**config.mk**
```make
export PLATFORM = sky130hd
export DESIGN_NAME = evpf_engine
export DESIGN_NICKNAME = d
export VERILOG_FILES = /design/src/rtl/evpf_pkg.sv /design/src/rtl/evpf_sync_edge.sv /design/src/rtl/evpf_buf.sv /design/src/rtl/evpf_ctrl.sv /design/src/rtl/evpf_engine.sv
export SDC_FILE = /design/constraint.sdc
export NUM_CORES = 1
export LEC_CHECK = 0
export BUFFER_PORTS_ARGS = -buffer_cell sky130_fd_sc_hd__buf_2
export CORE_MARGIN = 8
export CORE_UTILIZATION = 35
export CTS_CLUSTER_DIAMETER = 150
export DETAILED_ROUTE_END_ITERATION = 16
export SLEW_MARGIN = 25
export SYNTH_ARGS = -nofsm -noshare
export SYNTH_HDL_FRONTEND = slang
export SYNTH_SLANG_ARGS = --single-unit
```
**constraint.sdc**
```tcl
create_clock -name clk -period 8.7 [get_ports clk]
set_input_delay 0 -clock clk [delete_from_list [all_inputs] [get_ports clk]]
set_output_delay 0 -clock clk [all_outputs]
set_load 0.1 [all_outputs]
```
**src/rtl/evpf_pkg.sv**
```systemverilog
package evpf_pkg;
  typedef enum logic [2:0] {
    ST_IDLE  = 3'd0,
    ST_ARMED = 3'd1,
    ST_REQ   = 3'd2,
    ST_RECV  = 3'd3,
    ST_DONE  = 3'd4
  } evpf_state_t;
endpackage

```
**src/rtl/evpf_sync_edge.sv**
```systemverilog
module evpf_sync_edge #(
  parameter int N_IN   = 3,
  parameter int STAGES = 2,
  localparam int SEL_W = $clog2(N_IN + 1)
) (
  input  logic             clk,
  input  logic             rst_n,
  input  logic [N_IN-1:0]  din,
  input  logic [SEL_W-1:0] sel,
  input  logic             fall,
  output logic             evt
);
  logic [N_IN-1:0] cur, prev;

  for (genvar i = 0; i < N_IN; i++) begin : g_chain
    logic [STAGES:0] chain;
    always_ff @(posedge clk or negedge rst_n) begin
      if (!rst_n) chain <= '0;
      else        chain <= {chain[STAGES-1:0], din[i]};
    end
    assign cur[i]  = chain[STAGES-1];
    assign prev[i] = chain[STAGES];
  end

  always_comb begin
    evt = 1'b0;
    for (int i = 0; i < N_IN; i++) begin
      if (sel == SEL_W'(i))
        evt = fall ? (prev[i] & ~cur[i]) : (cur[i] & ~prev[i]);
    end
  end
endmodule

```
**src/rtl/evpf_buf.sv**
```systemverilog
module evpf_buf #(
  parameter int DEPTH  = 32,
  parameter int DATA_W = 8,
  localparam int IDX_W = $clog2(DEPTH)
) (
  input  logic              clk,
  input  logic              wr_en,
  input  logic [IDX_W-1:0]  wr_idx,
  input  logic [DATA_W-1:0] wr_data,
  input  logic [IDX_W-1:0]  rd_idx,
  output logic [DATA_W-1:0] rd_data
);
  logic [DATA_W-1:0] mem [DEPTH];

  always_ff @(posedge clk) begin
    if (wr_en) mem[wr_idx] <= wr_data;
  end

  assign rd_data = mem[rd_idx];
endmodule

```
**src/rtl/evpf_ctrl.sv**
```systemverilog
module evpf_ctrl
  import evpf_pkg::*;
#(
  parameter int ADDR_W = 8,
  parameter int LEN_W  = 5
) (
  input  logic              clk,
  input  logic              rst_n,
  input  logic              trig,
  input  logic              rearm,
  input  logic [ADDR_W-1:0] cfg_offset,
  input  logic [LEN_W-1:0]  cfg_len_m1,
  input  logic              cfg_dev,
  input  logic              req_ready,
  input  logic              rsp_valid,
  input  logic              rsp_nack,
  output logic              req_valid,
  output logic              rsp_ready,
  output logic              serving,
  output logic              wr_en,
  output logic [LEN_W-1:0]  wr_idx,
  output logic [ADDR_W-1:0] off_q,
  output logic [LEN_W-1:0]  len_m1_q,
  output logic              dev_q
);
  evpf_state_t state, state_n;
  logic [LEN_W-1:0] cnt;
  logic beat;

  assign beat = (state == ST_RECV) && rsp_valid;

  always_comb begin
    state_n = state;
    unique case (state)
      ST_IDLE:  if (rearm) state_n = ST_ARMED;
      ST_ARMED: if (trig) state_n = ST_REQ;
      ST_REQ:   if (req_ready) state_n = ST_RECV;
      ST_RECV:  if (beat) begin
                  if (rsp_nack)             state_n = ST_ARMED;
                  else if (cnt == len_m1_q) state_n = ST_DONE;
                end
      ST_DONE:  if (rearm) state_n = ST_ARMED;
      default:  state_n = ST_IDLE;
    endcase
  end

  always_ff @(posedge clk or negedge rst_n) begin
    if (!rst_n) begin
      state    <= ST_IDLE;
      cnt      <= '0;
      off_q    <= '0;
      len_m1_q <= '0;
      dev_q    <= 1'b0;
    end else begin
      state <= state_n;
      if (state == ST_ARMED && trig) begin
        off_q    <= cfg_offset;
        len_m1_q <= cfg_len_m1;
        dev_q    <= cfg_dev;
      end
      if (state == ST_REQ)             cnt <= '0;
      else if (beat && !rsp_nack)      cnt <= cnt + 1'b1;
    end
  end

  assign req_valid = (state == ST_REQ);
  assign rsp_ready = (state == ST_RECV);
  assign serving   = (state == ST_DONE);
  assign wr_en     = beat && !rsp_nack;
  assign wr_idx    = cnt;
endmodule

```
**src/rtl/evpf_engine.sv**
```systemverilog
module evpf_engine #(
  parameter int N_IN   = 3,
  parameter int ADDR_W = 8,
  parameter int DATA_W = 8,
  parameter int DEPTH  = 32,
  parameter int STAGES = 2,
  localparam int SEL_W = $clog2(N_IN + 1),
  localparam int LEN_W = $clog2(DEPTH)
) (
  input  logic              clk,
  input  logic              rst_n,
  input  logic [SEL_W-1:0]  cfg_in_sel,
  input  logic              cfg_fall,
  input  logic [ADDR_W-1:0] cfg_offset,
  input  logic [LEN_W-1:0]  cfg_len_m1,
  input  logic              cfg_dev,
  input  logic              rearm,
  input  logic [N_IN-1:0]   status_in,
  input  logic              per_req_valid,
  output logic              per_req_ready,
  input  logic              per_req_dev,
  input  logic [ADDR_W-1:0] per_req_offset,
  input  logic [LEN_W-1:0]  per_req_len_m1,
  output logic              dn_req_valid,
  input  logic              dn_req_ready,
  output logic              dn_req_dev,
  output logic [ADDR_W-1:0] dn_req_offset,
  output logic [LEN_W-1:0]  dn_req_len_m1,
  output logic              dn_req_evt,
  input  logic              dn_rsp_valid,
  output logic              dn_rsp_ready,
  input  logic [DATA_W-1:0] dn_rsp_data,
  input  logic              dn_rsp_nack,
  input  logic [ADDR_W-1:0] host_addr,
  input  logic              host_dev,
  input  logic              per_hit,
  input  logic [DATA_W-1:0] per_data,
  output logic              host_hit,
  output logic [DATA_W-1:0] host_data,
  output logic              gate_serving,
  output logic              host_int_n,
  output logic              port_flag
);
  logic              trig, evt_req, serving, wr_en, dev_q;
  logic [LEN_W-1:0]  wr_idx, len_m1_q;
  logic [ADDR_W-1:0] off_q;
  logic [DATA_W-1:0] buf_data;
  logic [ADDR_W:0]   diff;
  logic              in_win, evt_hit;

  evpf_sync_edge #(.N_IN(N_IN), .STAGES(STAGES)) u_edge (
    .clk(clk), .rst_n(rst_n), .din(status_in),
    .sel(cfg_in_sel), .fall(cfg_fall), .evt(trig)
  );

  evpf_ctrl #(.ADDR_W(ADDR_W), .LEN_W(LEN_W)) u_ctrl (
    .clk(clk), .rst_n(rst_n), .trig(trig), .rearm(rearm),
    .cfg_offset(cfg_offset), .cfg_len_m1(cfg_len_m1), .cfg_dev(cfg_dev),
    .req_ready(dn_req_ready), .rsp_valid(dn_rsp_valid), .rsp_nack(dn_rsp_nack),
    .req_valid(evt_req), .rsp_ready(dn_rsp_ready), .serving(serving),
    .wr_en(wr_en), .wr_idx(wr_idx),
    .off_q(off_q), .len_m1_q(len_m1_q), .dev_q(dev_q)
  );

  evpf_buf #(.DEPTH(DEPTH), .DATA_W(DATA_W)) u_buf (
    .clk(clk), .wr_en(wr_en), .wr_idx(wr_idx), .wr_data(dn_rsp_data),
    .rd_idx(diff[LEN_W-1:0]), .rd_data(buf_data)
  );

  // fixed priority: own request first
  assign dn_req_valid  = evt_req | per_req_valid;
  assign dn_req_evt    = evt_req;
  assign per_req_ready = dn_req_ready & ~evt_req;
  assign dn_req_dev    = evt_req ? dev_q    : per_req_dev;
  assign dn_req_offset = evt_req ? off_q    : per_req_offset;
  assign dn_req_len_m1 = evt_req ? len_m1_q : per_req_len_m1;

  // window lookup without wrap
  assign diff    = {1'b0, host_addr} - {1'b0, off_q};
  assign in_win  = (host_addr >= off_q) && (diff <= (ADDR_W+1)'(len_m1_q));
  assign evt_hit = serving && (host_dev == dev_q) && in_win;

  assign host_hit  = evt_hit | per_hit;
  assign host_data = evt_hit ? buf_data : per_data;

  assign gate_serving = serving;
  assign host_int_n   = ~serving;
  assign port_flag    = serving;
endmodule

```
==> results by group, run 1 <==
Floorplanning
  – Die width: 202 um
  – Initial Utilization: 35.3%
  – Ports: 97
  – Die height: 202 um
  – Overall die area: 0.0407 mm^2
  – Core area: 0.0343 mm^2
  – Row count: 68

Power and ir drop
  – Reg power frac: 35.4%
  – NetSw: 1620 uW
  – Comb pwr share: 39.8%
  – Leak: 0.00485 uW
  – Worst vdd ir: 0.258 mV
  – Net Sw Frac: 35.5%
  – Power Dens Cells: 321 mW/mm^2
  – Clock power share: 24.8%
  – Internal: 2940 uW

Timing
  – Worst slew pin tran: 0.990 ns
  – Clock Skew: 0.00962 ns
  – Max Clk Rate: 0.195 GHz
  – Relative slew slack: 34.0%
  – Period utilisation layout: 59.0%
  – Final Hold Fails: 0
  – Fin worst setup slack: 3.57 ns
  – Final hold slack: 0.0104 ns
  – Setup TNS: 0 ns
  – Setup Viol. Count Final: 0
  – Minimum clock period: 5.13 ns
  – RSZ-0062 raised after global routing: no
  – Slew Viols, Final: 0

Synthesis
  – Post-synth EDFFs: 256
  – Sequential-to-total area share from yosys stat: 70.0%
  – Unique masters post-synth: 51
  – Top cells by area, synth: edfxtp_1 64%, mux4_2 12%, dfrtp_1 6.4%, mux2_2 4.8%, ha_1 1.8%
  – Asr flop ratio synth: 10.8%
  – Share of the synthesized area in the top cell type: 63.6%
  – Synth Flop Type: edfxtp_1
  – Cell area after synthesis: 0.0121 mm^2
  – Mapped Cells: 644
  – Yosys top cell by area: edfxtp_1
  – Flops & latches, synth: 287
  – Warnings from Yosys: 0
  – Mapped Nets: 729
  – Syn_area_per_cell: 18.8 um^2

CTS
  – Root Driver: clkbuf_16
  – Clock-pin slew on the worst setup and hold paths: 0.07 ns
  – Post-CTS Setup Bufs: 0
  – Clock Sinks: 287
  – TritonCTS clock tree: yes
  – H-Tree Depth: 1
  – Clk_lat worst skew: 0.54 ns
  – Cts bufs inserted: 28
  – CTS max path bufs: 3

Route
  – Detailed Route WL: 26600 um
  – Average wire per standard cell: 21.3 um
  – Vias: 6209
  – DR iter-0 viols: 643
  – DR pass1 iterations: 5
  – Final ANT Viol Nets: 0
  – Drc violations: 0
  – Via/cell ratio: 4.97

Layout
  – Final cell count without fillers: 1250
  – Most common cell after layout, fill and taps aside: edfxtp_1
  – Diode count: 0
  – Commonest non-fill, non-tap cells in the layout: 256 x edfxtp_1, 96 x buf_2, 64 x mux4_2, 52 x mux2_2, 42 x nor2_1
  – Fin nets: 860
  – Layout cells sized above 1: 34.2%
  – Area growth, synth to finish: 17.3%

GRT
  – Largest net degree at the start of global routing: 66
  – Total GRT Usage: 12.9%
  – First-pass GRT wire length: 40600 um
  – Vias in the first global route: 6507
  – Antenna violations before repair: 0
  – GR Overflow Total: 0

Critical path
  – Worst EP arrival: 5.13 ns
  – Crit path kind: reg2out
  – Largest fanout on the critical path: 65
  – Crit path required time: 8.70 ns
  – Worst Setup Start Kind: flip-flop
  – Crit. End Element: output port

Run
  – Max-cap violation count: 0

Hold path
  – Min-delay worst type: in2reg

Placement
  – Placed Cells: 1175
  – IO Port Bufs: 96
  – Post-DP HPWL: 16300 um
  – RePlAce Congestion: 0.755
  – Post-Place Setup Slack: 4.05 ns

Status
  – Status: complete, no violations
[timing repair]
| action | CTS | global route |
|---|---|---|
| resized for setup | 0 | 0 |
| hold buffers | 25 | 0 |
| hold endpoints to repair | 55 | 0 |
[cell usage after synthesis, types with 3 or more instances]
| cell | count |
|---|---|
| buf_2 | 8 |
| o22ai_1 | 8 |
| clkbuf_1 | 11 |
| nand2_1 | 9 |
| nand3_1 | 5 |
| nand3b_1 | 4 |
| mux2_2 | 52 |
| or2_2 | 4 |
| inv_1 | 20 |
| a21oi_1 | 6 |
| dfrtp_1 | 31 |
| nor3_1 | 4 |
| edfxtp_1 | 256 |
| nand2b_1 | 6 |
| mux2i_1 | 19 |
| nor2_1 | 42 |
| ha_1 | 17 |
| xnor2_1 | 4 |
| o21ai_0 | 7 |
| a21o_1 | 3 |
| buf_4 | 5 |
| or3_1 | 4 |
| a221oi_1 | 9 |
| xor2_1 | 7 |
| mux4_2 | 64 |
| nor2b_1 | 5 |
[per-stage QoR]
step | total power [uW] | area (um^2) | utilization (%)
6_report | 4550 | 14200 | 41.4
5_1_grt | 4770 | 14200 | 41.4
4_1_cts | 4610 | 14200 | 41.4
3_5_place_dp | 3460 | 13100 | 38.2
3_3_place_gp | 3450 | 13100 | 38.2
2_1_floorplan | 3000 | 12100 | -
[power by group through the flow]
stage / Combinational, uW / Sequential (uW) / Clock [uW]
after global placement: 1810 / 1640 / 0
after detailed placement: 1820 / 1640 / 0
after CTS: 1840 / 1610 / 1150
final: 1810 / 1610 / 1130
after floorplan: 1380 / 1620 / 0
after global routing: 1950 / 1620 / 1200
[critical path: stages, from the launching register on]
cell and delay, ns:
dfrtp_1 0.40, ha_4 0.15, inv_1 0.05, fa_2 0.51
buf_4 0.73, ha_1 0.40, a21o_1 0.17, a221o_1 0.31
a221o_1 0.35, nor4_4 0.71, mux2_2 0.35, buf_2 0.44
[flip-flops by register name (all words and copies together), names as in the netlist]
name                  count
u_ctrl.state              3
u_ctrl.wr_idx             5
u_ctrl.off_q              8
u_ctrl.len_m1_q           5
u_ctrl.dev_q              1
u_buf.mem               256
u_edge.g_chain.chain      9
[final cells by class]
type / instances / area, um^2
Timing Repair Buffer: 128 / 783
Multi-Input combinational cell: 310 / 3450
Sequential cell: 287 / 8460
Tap cell: 455 / 569
Clock buffer: 34 / 723
Clock inverter: 16 / 124
Fill cell: 3031 / 20100
Inverter: 20 / 75.1
[metal layers]
metal	up-vias	track usage, %	routed length, um
li1	2844	-	-
met1	3198	17.7	11800
met2	136	20.9	12900
met3	31	1.99	1250
met4	0	3.84	605
met5	-	0	0
[logic make-up after synthesis]
| family | after synthesis | share of synthesized area [%] |
|---|---|---|
| AOI/OAI and AO/OA | 45 | 2.65 |
| buffers and inverters | 47 | 1.76 |
| xor gates and xnor gates | 11 | 0.797 |
| DFF | 287 | 70.0 |
| and+or+nand+nor | 101 | 4.52 |
| muxes | 135 | 18.3 |
| adders and majority gates | 18 | 1.93 |
[worst paths after layout]
check	from	endpoint	slack, ns	depth (start not counted)
max	u_ctrl.off_q[0]	host_data[0]	3.57	11
min	dn_rsp_data[6]	u_buf.mem[9][6]	0.01	1
max reg2reg	u_ctrl.state[0]	u_buf.mem[1][3]	5.49	5
min reg2reg	u_edge.g_chain[1].chain[0]	u_edge.g_chain[1].chain[1]	0.35	0
max in group asynchronous	rst_n	u_ctrl.len_m1_q[4]	8.19	2
min in group asynchronous	rst_n	u_ctrl.off_q[0]	0.04	2
Power figures use the tool's default switching activity.
==> run 2, diff against run 1 <==
==> constraint.sdc (replaced) <==
create_clock -name clk -period 4.2 [get_ports clk]
set_input_delay 0 -clock clk [delete_from_list [all_inputs] [get_ports clk]]
set_output_delay 0 -clock clk [all_outputs]
set_load 0.1 [all_outputs]
==> results by group, run 2 (synthesis gave the netlist of run 1 again) <==
Placement
  – IO Port Bufs: 96 (unchanged)
  – Post-DP HPWL: 16700 um (+2.5%)
  – RePlAce Congestion: 0.757 (+0.36%)
  – Dpl cell area: 0.0133 mm^2 (+1.7%)

Layout
  – Regs by FF count: u_buf.mem x256, u_edge.g_chain.chain x9, u_ctrl.off_q x8
  – Fin nets: 874 (+1.6%)
  – Area growth, synth to finish: 21.7%
  – Largest Register: u_buf.mem
  – Diode count: 0 (unchanged)
  – Max reg flops: 256 (unchanged)
  – Multi-input gate area: 0.00351 mm^2 (+2.0%)
  – Most common cell after layout, fill and taps aside: edfxtp_1
  – Post-route design area: 0.0147 mm^2 (+3.7%)
  – Sequential Area: 0.00846 mm^2 (unchanged)
  – Fillers: 3002 (-0.96%)
  – Layout cells sized above 1: 36.6% (+2.4 points)
  – Commonest non-fill, non-tap cells in the layout: 256 x edfxtp_1, 87 x buf_2, 64 x mux4_2, 44 x mux2_2, 42 x nor2_1

Timing
  – Clock Skew: 0.0161 ns (+0.00651 ns)
  – Max Clk Rate: 0.245 GHz
  – Final Hold Fails: 0 (unchanged)
  – Period utilisation layout: 97.3%
  – Worst slew pin tran: 0.857 ns (-0.133 ns)
  – Slew Viols, Final: 0 (unchanged)
  – Final hold slack: 0.000473 ns (-0.00993 ns)
  – Setup Viol. Count Final: 0 (unchanged)
  – Minimum clock period: 4.09 ns
  – Relative slew slack: 42.7% (+8.7 points)

Floorplanning
  – Overall die area: 0.0407 mm^2 (unchanged)
  – Core area: 0.0343 mm^2 (unchanged)
  – Initial Utilization: 35.3% (unchanged)
  – Ports: 97 (unchanged)
  – Die width: 202 um (unchanged)
  – Die height: 202 um (unchanged)
  – Row count: 68 (unchanged)

Route
  – Drc violations: 0 (unchanged)
  – Average wire per standard cell: 21.6 um (+1.6%)
  – Detailed Route WL: 27300 um (+2.9%)
  – Vias: 6312 (+1.7%)
  – Final ANT Viol Nets: 0 (unchanged)
  – Via/cell ratio: 4.99 (+0.37%)
  – DR pass1 iterations: 4 (-1)
  – DR iter-0 viols: 568 (-12%)

CTS
  – H-Tree Depth: 1 (unchanged)
  – Clk_lat worst skew: 0.56 ns (+0.02 ns)
  – CTS max path bufs: 3 (unchanged)
  – Clock-pin slew on the worst setup and hold paths: 0.06 ns (about the same)
  – TritonCTS clock tree: yes
  – Cts bufs inserted: 29 (+3.6%)
  – Root Driver: clkbuf_16
  – Clock Sinks: 287 (unchanged)

Critical path
  – Crit. End Element: output port
  – Worst EP arrival: 4.09 ns (-1.04 ns)
  – Cell at the slowest stage of the critical path: dfrtp_1
  – Slowest stage delay, CP: 0.40 ns (-0.33 ns)
  – WP buf/inv: 3 (unchanged)
  – Crit-path cells: inv_2 -> ha_4 -> and3b_1 -> or3_4 -> and2_4 -> ha_4 -> a21o_1 -> a221o_1 -> a221o_1 -> nor4_4 -> buf_12 -> mux2_4 -> buf_12
  – Crit path max-delay family: simple AND/OR/NAND/NOR gates
  – Crit path required time: 4.20 ns (-4.50 ns)
  – Crit path kind: reg2out
  – Largest fanout on the critical path: 6 (-91%)
  – Worst Setup Start Kind: flip-flop

Power and ir drop
  – NetSw: 3470 uW (+110%)
  – Internal: 6610 uW (+130%)
  – Leak: 0.00510 uW (+5.2%)
  – Reg power frac: 33.1% (-2.3 points)
  – Comb pwr share: 39.5% (-0.3 points)
  – Power Dens Cells: 685 mW/mm^2 (+110%)
  – Worst vdd ir: 0.359 mV (+39%)
  – Net Sw Frac: 34.4% (-1.1 points)
  – Clock power share: 27.4% (+2.6 points)

GRT
  – Largest net degree at the start of global routing: 65 (-1.5%)
  – Vias in the first global route: 6722 (+3.3%)
  – First-pass GRT wire length: 41300 um (+1.9%)
  – GR Overflow Total: 0 (unchanged)
  – Antenna violations before repair: 0 (unchanged)
  – Total GRT Usage: 13.1% (+0.23 points)

Hold path
  – Min-delay worst type: in2reg

Status
  – Status: complete, no violations

Run
  – Max-cap violation count: 0 (unchanged)
## run 2: metal layers
layer  vias up  track usage, %  wire [um]  share of wire, %
li1       2878               -          -                 -
met1      3260            17.5      11800                43
met2       133            21.9      13700                50
met3        41            1.92       1160               4.2
met4         0            4.02        669               2.4
met5         -               0          0                 0
## run 2: final cells by class
type                            instances  area share, %
Clock buffer                           31           4.98
Inverter                               20          0.510
Multi-Input combinational cell        310           23.9
Clock inverter                         22           2.00
Tap cell                              455           3.87
Timing Repair Buffer                  141           7.21
Sequential cell                       287           57.5
## run 2: what timing repair did
item,4_1_cts,5_1_grt
pin swaps,2,4
endpoints found under the hold margin,99,0
setup endpoints to repair,8,8
hold buffers,28,0
setup buffers,1,2
gates resized for setup,5,12
## run 2: path summary, 6_finish.rpt
| kind | start | endpoint | slack, ns | cells past startpoint |
|---|---|---|---|---|
| worst min-delay path | dn_rsp_data[3] | u_buf.mem[19][3] | 0.0005 | 1 |
| min in group asynchronous | rst_n | u_ctrl.off_q[0] | 0.06 | 2 |
| max in group asynchronous | rst_n | u_edge.g_chain[1].chain[1] | 3.67 | 2 |
| worst max-delay path | u_ctrl.off_q[2] | host_data[0] | 0.11 | 13 |
| worst max register to register | u_ctrl.state[0] | u_buf.mem[14][5] | 1.09 | 5 |
| worst min register to register | u_edge.g_chain[2].chain[0] | u_edge.g_chain[2].chain[1] | 0.35 | 0 |
## run 2: per-stage QoR
step	power, uW	utilization (%)	cells	TNS [ns]	setup slack (ns)
detailed placement	7320	38.8	1182	0	0.300
finish	10100	42.9	1266	0	0.113
global route	10500	42.9	1266	-0.0579	-0.0188
CTS	10100	42.7	1264	0	0.0230
global placement	7300	38.8	1182	0	0.306
floorplan	6210	-	644	0	0.331
## run 2: worst reg2reg max path: stages, from the launching register on
cell and delay, ns:
dfrtp_1 0.50, nand2_1 0.08, or2_2 0.31, nor3b_2 0.53
nand2_1 0.52, nor2_1 0.80
## run 2: power groups by stage
| stage | registers [uW] | logic (uW) | clock network (uW) |
|---|---|---|---|
| after detailed placement | 3400 | 3920 | 0 |
| final | 3340 | 3980 | 2760 |
| after global routing | 3350 | 4270 | 2910 |
| after floorplan | 3350 | 2870 | 0 |
| after global placement | 3400 | 3900 | 0 |
| after CTS | 3340 | 4000 | 2810 |
==> run 3, diff against run 2 <==
--- a/config.mk
+++ b/config.mk
@@ -6,6 +6,7 @@
 export NUM_CORES = 1
 export LEC_CHECK = 0
 export BUFFER_PORTS_ARGS = -buffer_cell sky130_fd_sc_hd__buf_2
+export CORE_ASPECT_RATIO = 2
 export CORE_MARGIN = 8
 export CORE_UTILIZATION = 35
 export CTS_CLUSTER_DIAMETER = 150
==> results by group, run 3 (synthesis gave the netlist of run 1 again) <==
Status
  – Status: complete, no violations

Layout
  – Sequential Area: 0.00846 mm^2 (unchanged)
  – Fillers: 3002 (unchanged)
  – Max reg flops: 256 (unchanged)
  – Multi-input gate area: 0.00355 mm^2 (+0.89%)
  – Largest Register: u_buf.mem
  – Layout cells sized above 1: 36.9% (+0.27 points)
  – Fin nets: 871 (-0.34%)
  – Commonest non-fill, non-tap cells in the layout: 256 x edfxtp_1, 87 x buf_2, 64 x mux4_2, 44 x mux2_2, 41 x nor2_1
  – Diode count: 0 (unchanged)
  – Regs by FF count: u_buf.mem x256, u_edge.g_chain.chain x9, u_ctrl.off_q x8
  – Area growth, synth to finish: 20.1%
  – Most common cell after layout, fill and taps aside: edfxtp_1

Timing
  – Max Clk Rate: 0.247 GHz (+0.92%)
  – RSZ-0062 raised after global routing: no
  – Period utilisation layout: 96.4% (-0.89 points)
  – Setup TNS: 0 ns (unchanged)
  – Setup Viol. Count Final: 0 (unchanged)
  – Clock Skew: 0.00764 ns (-0.00850 ns)
  – Minimum clock period: 4.05 ns (-0.0374 ns)
  – Worst slew pin tran: 0.841 ns (-0.0157 ns)
  – Relative slew slack: 43.7% (+1.1 points)
  – Slew Viols, Final: 0 (unchanged)
  – Final Hold Fails: 0 (unchanged)

Placement
  – Post-DP HPWL: 18800 um (+12%)
  – RePlAce Congestion: 0.803 (+6.1%)
  – IO Port Bufs: 96 (unchanged)

CTS
  – Clock Sinks: 287 (unchanged)
  – Clock-pin slew on the worst setup and hold paths: 0.06 ns (about the same)
  – CTS max path bufs: 3 (unchanged)
  – Clk_lat worst skew: 0.53 ns (-0.03 ns)
  – H-Tree Depth: 1 (unchanged)
  – Root Driver: clkbuf_16
  – TritonCTS clock tree: yes
  – Cts bufs inserted: 26 (-10%)

Power and ir drop
  – Worst vdd ir: 0.494 mV (+38%)
  – Power Dens Cells: 678 mW/mm^2 (-1.1%)
  – Net Sw Frac: 35.7% (+1.2 points)
  – Reg power frac: 33.9% (+0.8 points)
  – NetSw: 3510 uW (+1.2%)
  – Leak: 0.00502 uW (-1.7%)
  – Internal: 6330 uW (-4.2%)
  – Tot Pwr: 9840 uW (-2.3%)
  – Comb pwr share: 41.8% (+2.3 points)
  – Clock power share: 24.3% (-3.1 points)

Critical path
  – Crit path required time: 4.20 ns (about the same)
  – Crit. End Element: output port
  – Crit path kind: reg2out
  – Cell at the slowest stage of the critical path: dfrtp_1
  – Worst Setup Start Kind: flip-flop
  – Slowest stage delay, CP: 0.40 ns (about the same)
  – Worst EP arrival: 4.05 ns (-0.04 ns)
  – Largest fanout on the critical path: 5 (-1)
  – Crit-path cells: inv_2 -> ha_4 -> a21o_1 -> or3_4 -> and2_4 -> ha_4 -> a21o_1 -> a221o_1 -> a221o_1 -> nor4_4 -> buf_6 -> mux2_4 -> buf_12

GRT
  – Largest net degree at the start of global routing: 40 (-38%)
  – Total GRT Usage: 13.8% (+0.67 points)
  – Vias in the first global route: 6953 (+3.4%)
  – GR Overflow Total: 0 (unchanged)
  – Antenna violations before repair: 0 (unchanged)
  – First-pass GRT wire length: 42800 um (+3.6%)

Floorplanning
  – Core area: 0.0342 mm^2 (-0.16%)
  – Ports: 97 (unchanged)
  – Initial Utilization: 35.3% (+0.057 points)
  – Overall die area: 0.0411 mm^2 (+0.88%)
  – Row count: 96 (+41%)
  – Die height: 279 um (+38%)
  – Die width: 147 um (-27%)

Route
  – Final ANT Viol Nets: 0 (unchanged)
  – DR pass1 iterations: 4 (unchanged)
  – Via/cell ratio: 5.09 (+2.1%)
  – Average wire per standard cell: 22.5 um (+4.2%)
  – Vias: 6345 (+0.52%)
  – Detailed Route WL: 28000 um (+2.5%)
  – Drc violations: 0 (unchanged)
  – DR iter-0 viols: 392 (-31%)

Run
  – Max-cap violation count: 0 (unchanged)

Hold path
  – Min-delay worst type: in2reg
## run 3: changes by cell type in the layout (fill, tap and decap cells not counted), moves of 2 or more
cell,before,now
buf_12,12,10
bufinv_16,6,3
dlygate4sd3_1,28,24
buf_4,14,17
buf_6,0,3
clkbuf_16,29,27
clkbuf_1,2,7
clkinv_1,5,2
## run 3: power by group through the flow
| stage | Sequential [uW] | Combinational, uW | Clock, uW |
|---|---|---|---|
| floorplan | 3350 | 2870 | 0 |
| global placement | 3390 | 3980 | 0 |
| detailed placement | 3400 | 4010 | 0 |
| CTS | 3340 | 4100 | 2440 |
| global route | 3360 | 4410 | 2540 |
| finish | 3340 | 4120 | 2390 |
## run 3: worst paths after layout
| check | depth (start not counted) | slack (ns) | start | to |
|---|---|---|---|---|
| max | 13 | 0.15 | u_ctrl.off_q[2] | host_data[5] |
| min | 1 | 0.02 | dn_rsp_data[1] | u_buf.mem[23][1] |
| max reg2reg | 5 | 1.09 | u_ctrl.state[0] | u_buf.mem[26][7] |
| min reg2reg | 0 | 0.35 | u_edge.g_chain[1].chain[0] | u_edge.g_chain[1].chain[1] |
| max in group asynchronous | 2 | 3.62 | rst_n | u_edge.g_chain[1].chain[2] |
| min in group asynchronous | 2 | 0.08 | rst_n | u_ctrl.wr_idx[2] |
## run 3: metal layers
layer  up-vias  wire [um]  track usage (%)
met4         0       1130             6.44
met5         -          0                0
met3        53       1500             2.38
li1       2864          -                -
met2       191      15300             25.5
met1      3237      10100             14.8
## run 3: layout make-up
cell class | instances | share of cell area, %
Sequential cell | 287 | 58.3
Tap cell | 441 | 3.80
Clock inverter | 13 | 1.02
Clock buffer | 34 | 4.83
Multi-Input combinational cell | 310 | 24.4
Inverter | 20 | 0.517
Timing Repair Buffer | 141 | 7.14
## run 3: through the flow
stage | cell area (um^2) | hold WS, ns | utilization (%) | worst slack, ns | cells
after floorplan | 12100 | -0.296 | - | 0.331 | 644
after global placement | 13300 | 0.110 | 38.8 | 0.493 | 1169
after detailed placement | 13300 | 0.109 | 38.8 | 0.438 | 1170
after CTS | 14400 | 0.0172 | 42.2 | 0.00549 | 1242
after global routing | 14500 | 0.0336 | 42.4 | 0.0220 | 1246
final | 14500 | 0.0232 | 42.4 | 0.150 | 1246
## run 3: critical path: cells and delay by family (launching register included)
family | cells | cell delay, ns
buffers and inverters | 3 | 0.46
flip-flops | 1 | 0.40
adder cells (fa/ha/maj) | 2 | 0.42
AND/OR/NAND/NOR | 3 | 0.90
AO/OA/AOI/OAI | 4 | 1.02
multiplexers | 1 | 0.32
## run 3: repair_timing
| item | in CTS | in global routing |
|---|---|---|
| hold endpoints to repair | 54 | 0 |
| pin swaps | 2 | 5 |
| gates resized for setup | 13 | 11 |
| hold buffers | 24 | 0 |
| endpoints found under the setup margin | 8 | 8 |
| buffers inserted | 0 | 4 |
| cloned | 1 | 0 |
